===== src/rtl/mux_fetch_master.sv =====
module mux_fetch_master #(
  parameter int W = 16
) (
  input  logic         clk,
  input  logic         rst_n,
  input  logic         req_i,
  input  logic [W-1:0] req_addr_i,
  output logic [W-1:0] bus_o,
  output logic         bus_oe_o,
  input  logic [W-1:0] bus_i,
  output logic         as_o,
  output logic         uds_o,
  output logic         lds_o,
  output logic         rw_o,
  output logic [W-1:0] rdata_o,
  output logic         rvalid_o
);

  typedef enum logic [1:0] {S_IDLE, S_ADDR, S_DATA, S_SAMP} phase_t;

  phase_t       ph;
  logic [W-1:0] cur_a, pend_a;
  logic         pend_v;

  wire free   = (ph == S_IDLE) || (ph == S_SAMP);
  wire launch = free && (pend_v || req_i);

  always_ff @(posedge clk or negedge rst_n) begin
    if (!rst_n) begin
      ph       <= S_IDLE;
      cur_a    <= '0;
      pend_a   <= '0;
      pend_v   <= 1'b0;
      rdata_o  <= '0;
      rvalid_o <= 1'b0;
    end else begin
      rvalid_o <= 1'b0;
      case (ph)
        S_ADDR:  ph <= S_DATA;
        S_DATA:  ph <= S_SAMP;
        default: ph <= launch ? S_ADDR : S_IDLE;
      endcase
      if (ph == S_SAMP) begin
        rdata_o  <= bus_i;
        rvalid_o <= 1'b1;
      end
      if (launch) cur_a <= pend_v ? pend_a : req_addr_i;
      if (launch && pend_v) begin
        pend_v <= req_i;
        if (req_i) pend_a <= req_addr_i;
      end else if (!launch && req_i && !pend_v) begin
        pend_v <= 1'b1;
        pend_a <= req_addr_i;
      end
    end
  end

  assign as_o     = (ph == S_ADDR);
  assign bus_oe_o = (ph == S_ADDR);
  assign bus_o    = bus_oe_o ? cur_a : '0;
  assign uds_o    = (ph == S_DATA) || (ph == S_SAMP);
  assign lds_o    = uds_o;
  assign rw_o     = 1'b1;

  p_as_then_strobes_r3: assert property (@(posedge clk) disable iff (!rst_n)
    as_o |=> (uds_o && lds_o && !as_o && !bus_oe_o));
  p_addr_phase_r2: assert property (@(posedge clk) disable iff (!rst_n)
    as_o |-> (bus_oe_o && !uds_o && !lds_o));
  p_strobes_paired_r4: assert property (@(posedge clk) disable iff (!rst_n)
    uds_o == lds_o);
  p_read_only_r5: assert property (@(posedge clk) disable iff (!rst_n)
    rw_o);
  p_no_contention_r6: assert property (@(posedge clk) disable iff (!rst_n)
    !(bus_oe_o && (uds_o || lds_o)));
  p_valid_after_strobes_r7: assert property (@(posedge clk) disable iff (!rst_n)
    $fell(uds_o) |-> rvalid_o);
  p_three_clock_cycle_r8: assert property (@(posedge clk) disable iff (!rst_n)
    $rose(uds_o) |=> uds_o ##1 !uds_o);
  p_single_pulse_r7: assert property (@(posedge clk) disable iff (!rst_n)
    rvalid_o |=> !rvalid_o);

endmodule


===== config.mk =====
export PLATFORM = sky130hd
export DESIGN_NAME = mux_fetch_master
export DESIGN_NICKNAME = d
export VERILOG_FILES = /design/src/rtl/mux_fetch_master.sv
export SDC_FILE = /design/constraint.sdc
export NUM_CORES = 1
export LEC_CHECK = 0
export BUFFER_PORTS_ARGS = -buffer_cell sky130_fd_sc_hd__buf_2
export CELL_PAD_IN_SITES_DETAIL_PLACEMENT = 0
export CELL_PAD_IN_SITES_GLOBAL_PLACEMENT = 1
export CORE_MARGIN = 1.5
export CORE_UTILIZATION = 39
export CTS_CLUSTER_DIAMETER = 120
export DETAILED_ROUTE_END_ITERATION = 10
export PLACE_DENSITY = 0.76
export SYNTH_ARGS = -nofsm -noshare
export SYNTH_HDL_FRONTEND = slang
export SYNTH_SLANG_ARGS = --single-unit

===== constraint.sdc =====
create_clock -name clk -period 2.1 [get_ports clk]
set_clock_uncertainty 0.05 [all_clocks]
set_input_delay 0.42 -clock clk [delete_from_list [all_inputs] [get_ports clk]]
set_output_delay 0.42 -clock clk [all_outputs]
set_load 0.02 [all_outputs]

==> flow_results.xml <==
<?xml version="1.0" encoding="UTF-8"?>
<metrics>
  <group name="run_status">
    <metric name="run_status" unit="">complete, no violations</metric>
  </group>
  <group name="sta">
    <metric name="timing.max_slew.rel_slack" unit="">0.572</metric>
    <metric name="hold_slack" unit="ns">0.177</metric>
    <metric name="max_freq" unit="GHz">0.506</metric>
    <metric name="timing_hold_violations_final" unit="">0</metric>
    <metric name="timing.final.max_slew_violations" unit="">0</metric>
    <metric name="finalSetupViolCount" unit="">0</metric>
    <metric name="grt_setup_unrepaired" unit="">false</metric>
    <metric name="timing.final.crit_period" unit="ns">1.98</metric>
    <metric name="final.period_utilization" unit="">0.941</metric>
    <metric name="tns" unit="ns">0</metric>
    <metric name="worst-slew-pin-transition" unit="ns">0.642</metric>
  </group>
  <group name="floorplan">
    <metric name="die_h" unit="microns">79.1</metric>
    <metric name="floorplan.initialDensity" unit="">0.408</metric>
    <metric name="floorplan.die_area" unit="sq um">6260</metric>
    <metric name="die_w" unit="microns">79.1</metric>
    <metric name="core-area" unit="sq um">5540</metric>
    <metric name="placement_rows" unit="">27</metric>
    <metric name="design.portCount" unit="">73</metric>
  </group>
  <group name="placed_design">
    <metric name="globalplace.congestion" unit="">0.713</metric>
    <metric name="hpwlAfterDp" unit="mm">3.02</metric>
    <metric name="placed_cells_incl_taps" unit="">313</metric>
    <metric name="io_buffers" unit="">71</metric>
  </group>
  <group name="grt">
    <metric name="grt_use_met1" unit="">0.209</metric>
    <metric name="antenna_found_initial" unit="">0</metric>
    <metric name="grt_util_met3" unit="">0.0391</metric>
    <metric name="grt_pass1_wl" unit="mm">7.27</metric>
    <metric name="busiest_layer" unit="">met2</metric>
    <metric name="globalRoute.totalOverflow" unit="">0</metric>
    <metric name="first_global_vias" unit="">1495</metric>
    <metric name="largest_net_degree_at_the_start_of_global_routing" unit="">53</metric>
    <metric name="grtUsageMet2" unit="">0.227</metric>
    <metric name="grt_util_all_layers" unit="">0.148</metric>
  </group>
  <group name="flow_run">
    <metric name="timing.max_cap.violations" unit="">0</metric>
  </group>
  <group name="worst_setup_path">
    <metric name="worst-path-buf-inv" unit="">3</metric>
    <metric name="timing.critical_path.slowest_stage_cell" unit="">sky130_fd_sc_hd__dfrtp_1</metric>
    <metric name="cp-end-kind" unit="">output port</metric>
    <metric name="cp_slowest_stage_delay" unit="ns">0.41</metric>
    <metric name="crit_required" unit="ns">1.63</metric>
    <metric name="path_max_fanout" unit="">11</metric>
    <metric name="rr_worst_depth" unit="">5</metric>
    <metric name="cp-start-kind" unit="">flop</metric>
    <metric name="critical_path_arrival" unit="ns">1.51</metric>
    <metric name="critical_path_depth" unit="">5</metric>
    <metric name="crit_chain" unit="">inv_1 &gt; ha_2 &gt; buf_4 &gt; and2_1 &gt; buf_2</metric>
    <metric name="cell_family_with_most_cp_delay" unit="">buffers and inverters</metric>
    <metric name="setup.worst_path.class" unit="">reg2out</metric>
  </group>
  <group name="cells_and_area">
    <metric name="area_growth" unit="%">20.7</metric>
    <metric name="final_layout_fill_cell_count" unit="">532</metric>
    <metric name="fin_cells" unit="">320</metric>
    <metric name="layout_common_cells" unit="">sky130_fd_sc_hd__buf_2 (71), sky130_fd_sc_hd__dfrtp_1 (52), sky130_fd_sc_hd__mux2_2 (22)</metric>
    <metric name="final_common_cell" unit="">sky130_fd_sc_hd__buf_2</metric>
    <metric name="seq_area" unit="sq um">1300</metric>
    <metric name="finish.utilization" unit="">0.492</metric>
    <metric name="final_layout_size_suffix_gt1_frac" unit="">0.472</metric>
    <metric name="multi_input_gate_area_in_the_final_layout" unit="sq um">857</metric>
    <metric name="fin_nets" unit="">286</metric>
    <metric name="antenna_cells_inserted" unit="">0</metric>
  </group>
  <group name="clock_tree">
    <metric name="clkSinkCount" unit="">52</metric>
    <metric name="cts_tree" unit="">done</metric>
    <metric name="cts.hold.buffers_added" unit="">0</metric>
    <metric name="cts-htree-levels" unit="">2</metric>
    <metric name="clockBufferDepth" unit="">2</metric>
    <metric name="clock_tree.root_cell" unit="">sky130_fd_sc_hd__clkbuf_8</metric>
    <metric name="clock_latency" unit="ns">0.30</metric>
    <metric name="cts_made_buffers" unit="">5</metric>
    <metric name="clkTransAtPathRegs" unit="ns">0.08</metric>
  </group>
  <group name="power_and_ir_drop">
    <metric name="leakage" unit="nW">1.33</metric>
    <metric name="worst_ir_drop_vdd" unit="uV">780</metric>
    <metric name="cellPowerDensity" unit="nW/um^2">1850</metric>
  </group>
  <group name="detailed_routing">
    <metric name="routed-via-count" unit="">1579</metric>
    <metric name="postRouteAntennaNets" unit="">0</metric>
    <metric name="detailedRoute.firstPassIterationCount" unit="">4</metric>
    <metric name="wl_per_cell" unit="microns">13.8</metric>
    <metric name="drt_iter0_markers" unit="">31</metric>
    <metric name="drt-vias-per-instance" unit="">4.93</metric>
    <metric name="post-route-drc-count" unit="">0</metric>
    <metric name="totalWireLength" unit="mm">4.41</metric>
  </group>
  <group name="synthesis">
    <metric name="syn_nets" unit="">217</metric>
    <metric name="yosysUniqueCellTypes" unit="">22</metric>
    <metric name="syn-cell-area" unit="sq um">2260</metric>
    <metric name="netlist_top_cells_area" unit="">sky130_fd_sc_hd__dfrtp_1 (58%), sky130_fd_sc_hd__mux2_2 (11%), sky130_fd_sc_hd__mux2_4 (6.6%), sky130_fd_sc_hd__o22ai_1 (5.8%), sky130_fd_sc_hd__and2_1 (4.4%)</metric>
    <metric name="synth_largest_area_cell" unit="">sky130_fd_sc_hd__dfrtp_1</metric>
    <metric name="yosysWarnings" unit="">0</metric>
    <metric name="ys_seq_area_frac" unit="">0.576</metric>
    <metric name="flop_and_latch_count_out_of_synthesis" unit="">52</metric>
    <metric name="syn_avg_cell_area" unit="sq um">12.6</metric>
    <metric name="synth.top_cell.area_share" unit="">0.576</metric>
    <metric name="post_synth_inst_count" unit="">179</metric>
  </group>
  <group name="worst_hold_path">
    <metric name="min-delay-path-class" unit="">in2async</metric>
  </group>
</metrics>
-- per-stage QoR --
| step | setup slack, ns | instance area, sq um | total power, mW |
|---|---|---|---|
| 6_report | 0.123 | 2730 | 5.05 |
| 5_1_grt | 0.0149 | 2730 | 5.45 |
| 4_1_cts | 0.00669 | 2720 | 5.11 |
| 3_5_place_dp | 0.253 | 2650 | 4.58 |
| 3_3_place_gp | 0.305 | 2650 | 4.51 |
| 2_1_floorplan | 0.190 | 2260 | 3.93 |
-- kinds of logic (layout without fill, tap and decap cells) --
kind of cell,count (synthesis),in the layout,share of synthesized area
compound gates,41,41,0.105
xor+xnor,1,1,0.00388
fa+ha+maj,3,3,0.0166
buf+inv,17,86,0.0454
flops,52,52,0.576
mux,32,32,0.176
other cells,1,1,0.00166
simple gates,32,32,0.0754
-- cell usage after synthesis --
library cell	count
sky130_fd_sc_hd__buf_2	6
sky130_fd_sc_hd__dfrtp_1	52
sky130_fd_sc_hd__a21o_1	1
sky130_fd_sc_hd__xnor2_1	1
sky130_fd_sc_hd__mux2_4	10
sky130_fd_sc_hd__a21oi_1	18
sky130_fd_sc_hd__o22ai_1	21
sky130_fd_sc_hd__mux2_2	22
sky130_fd_sc_hd__ha_1	3
sky130_fd_sc_hd__nand2_2	1
sky130_fd_sc_hd__o21a_1	1
sky130_fd_sc_hd__or2_2	1
sky130_fd_sc_hd__nand2b_2	1
sky130_fd_sc_hd__buf_4	4
sky130_fd_sc_hd__conb_1	1
sky130_fd_sc_hd__nand2_1	2
sky130_fd_sc_hd__inv_1	3
sky130_fd_sc_hd__clkinv_1	1
sky130_fd_sc_hd__clkbuf_1	2
sky130_fd_sc_hd__nor2_1	11
sky130_fd_sc_hd__and2_1	16
sky130_fd_sc_hd__buf_12	1
-- where the power goes --
| group | leakage (nW) | internal [mW] | switching [mW] |
|---|---|---|---|
| combinational | 0.684 | 1.23 | 1.48 |
| clock | 0.0410 | 0.227 | 0.299 |
| sequential | 0.602 | 1.54 | 0.268 |
-- flip-flops by register name, indices dropped and copies added, names as in the netlist --
name and count:
rvalid_o 1, pend_v 1, pend_a 16, rdata_o 16, cur_a 16, ph 2
-- worst paths after layout --
path	startpoint	end	slack [ns]
hold / removal	rst_n	rdata_o[15]	0.18
min in group clk	bus_i[4]	rdata_o[4]	0.30
hold reg to reg	rdata_o[4]	rdata_o[4]	0.45
setup / recovery	ph[1]	bus_o[9]	0.12
max in group asynchronous	rst_n	cur_a[8]	1.39
setup reg to reg	ph[0]	pend_a[4]	0.25
-- routing by layer --
metal / wire length [microns] / share of wire
met2: 1880 / 0.43
met4: 48 / 0.011
met3: 268 / 0.061
met5: 0 / 0
met1: 2210 / 0.50
-- area by class of cell --
| class | count | area share |
|---|---|---|
| well taps | 72 | 0.0330 |
| clock buffers | 6 | 0.0266 |
| clock inverters | 1 | 0.00184 |
| flip-flops and latches | 52 | 0.477 |
| multi-input cells | 110 | 0.314 |
| inverters | 4 | 0.00551 |
| repair buffers | 75 | 0.141 |
-- repair_timing --
action / CTS / global route
buffers inserted: 0 / 0
gates resized for setup: 0 / 1
setup endpoints to repair: 0 / 11
endpoints found under the hold margin: 0 / 0
(Power assumes the default switching activity.)
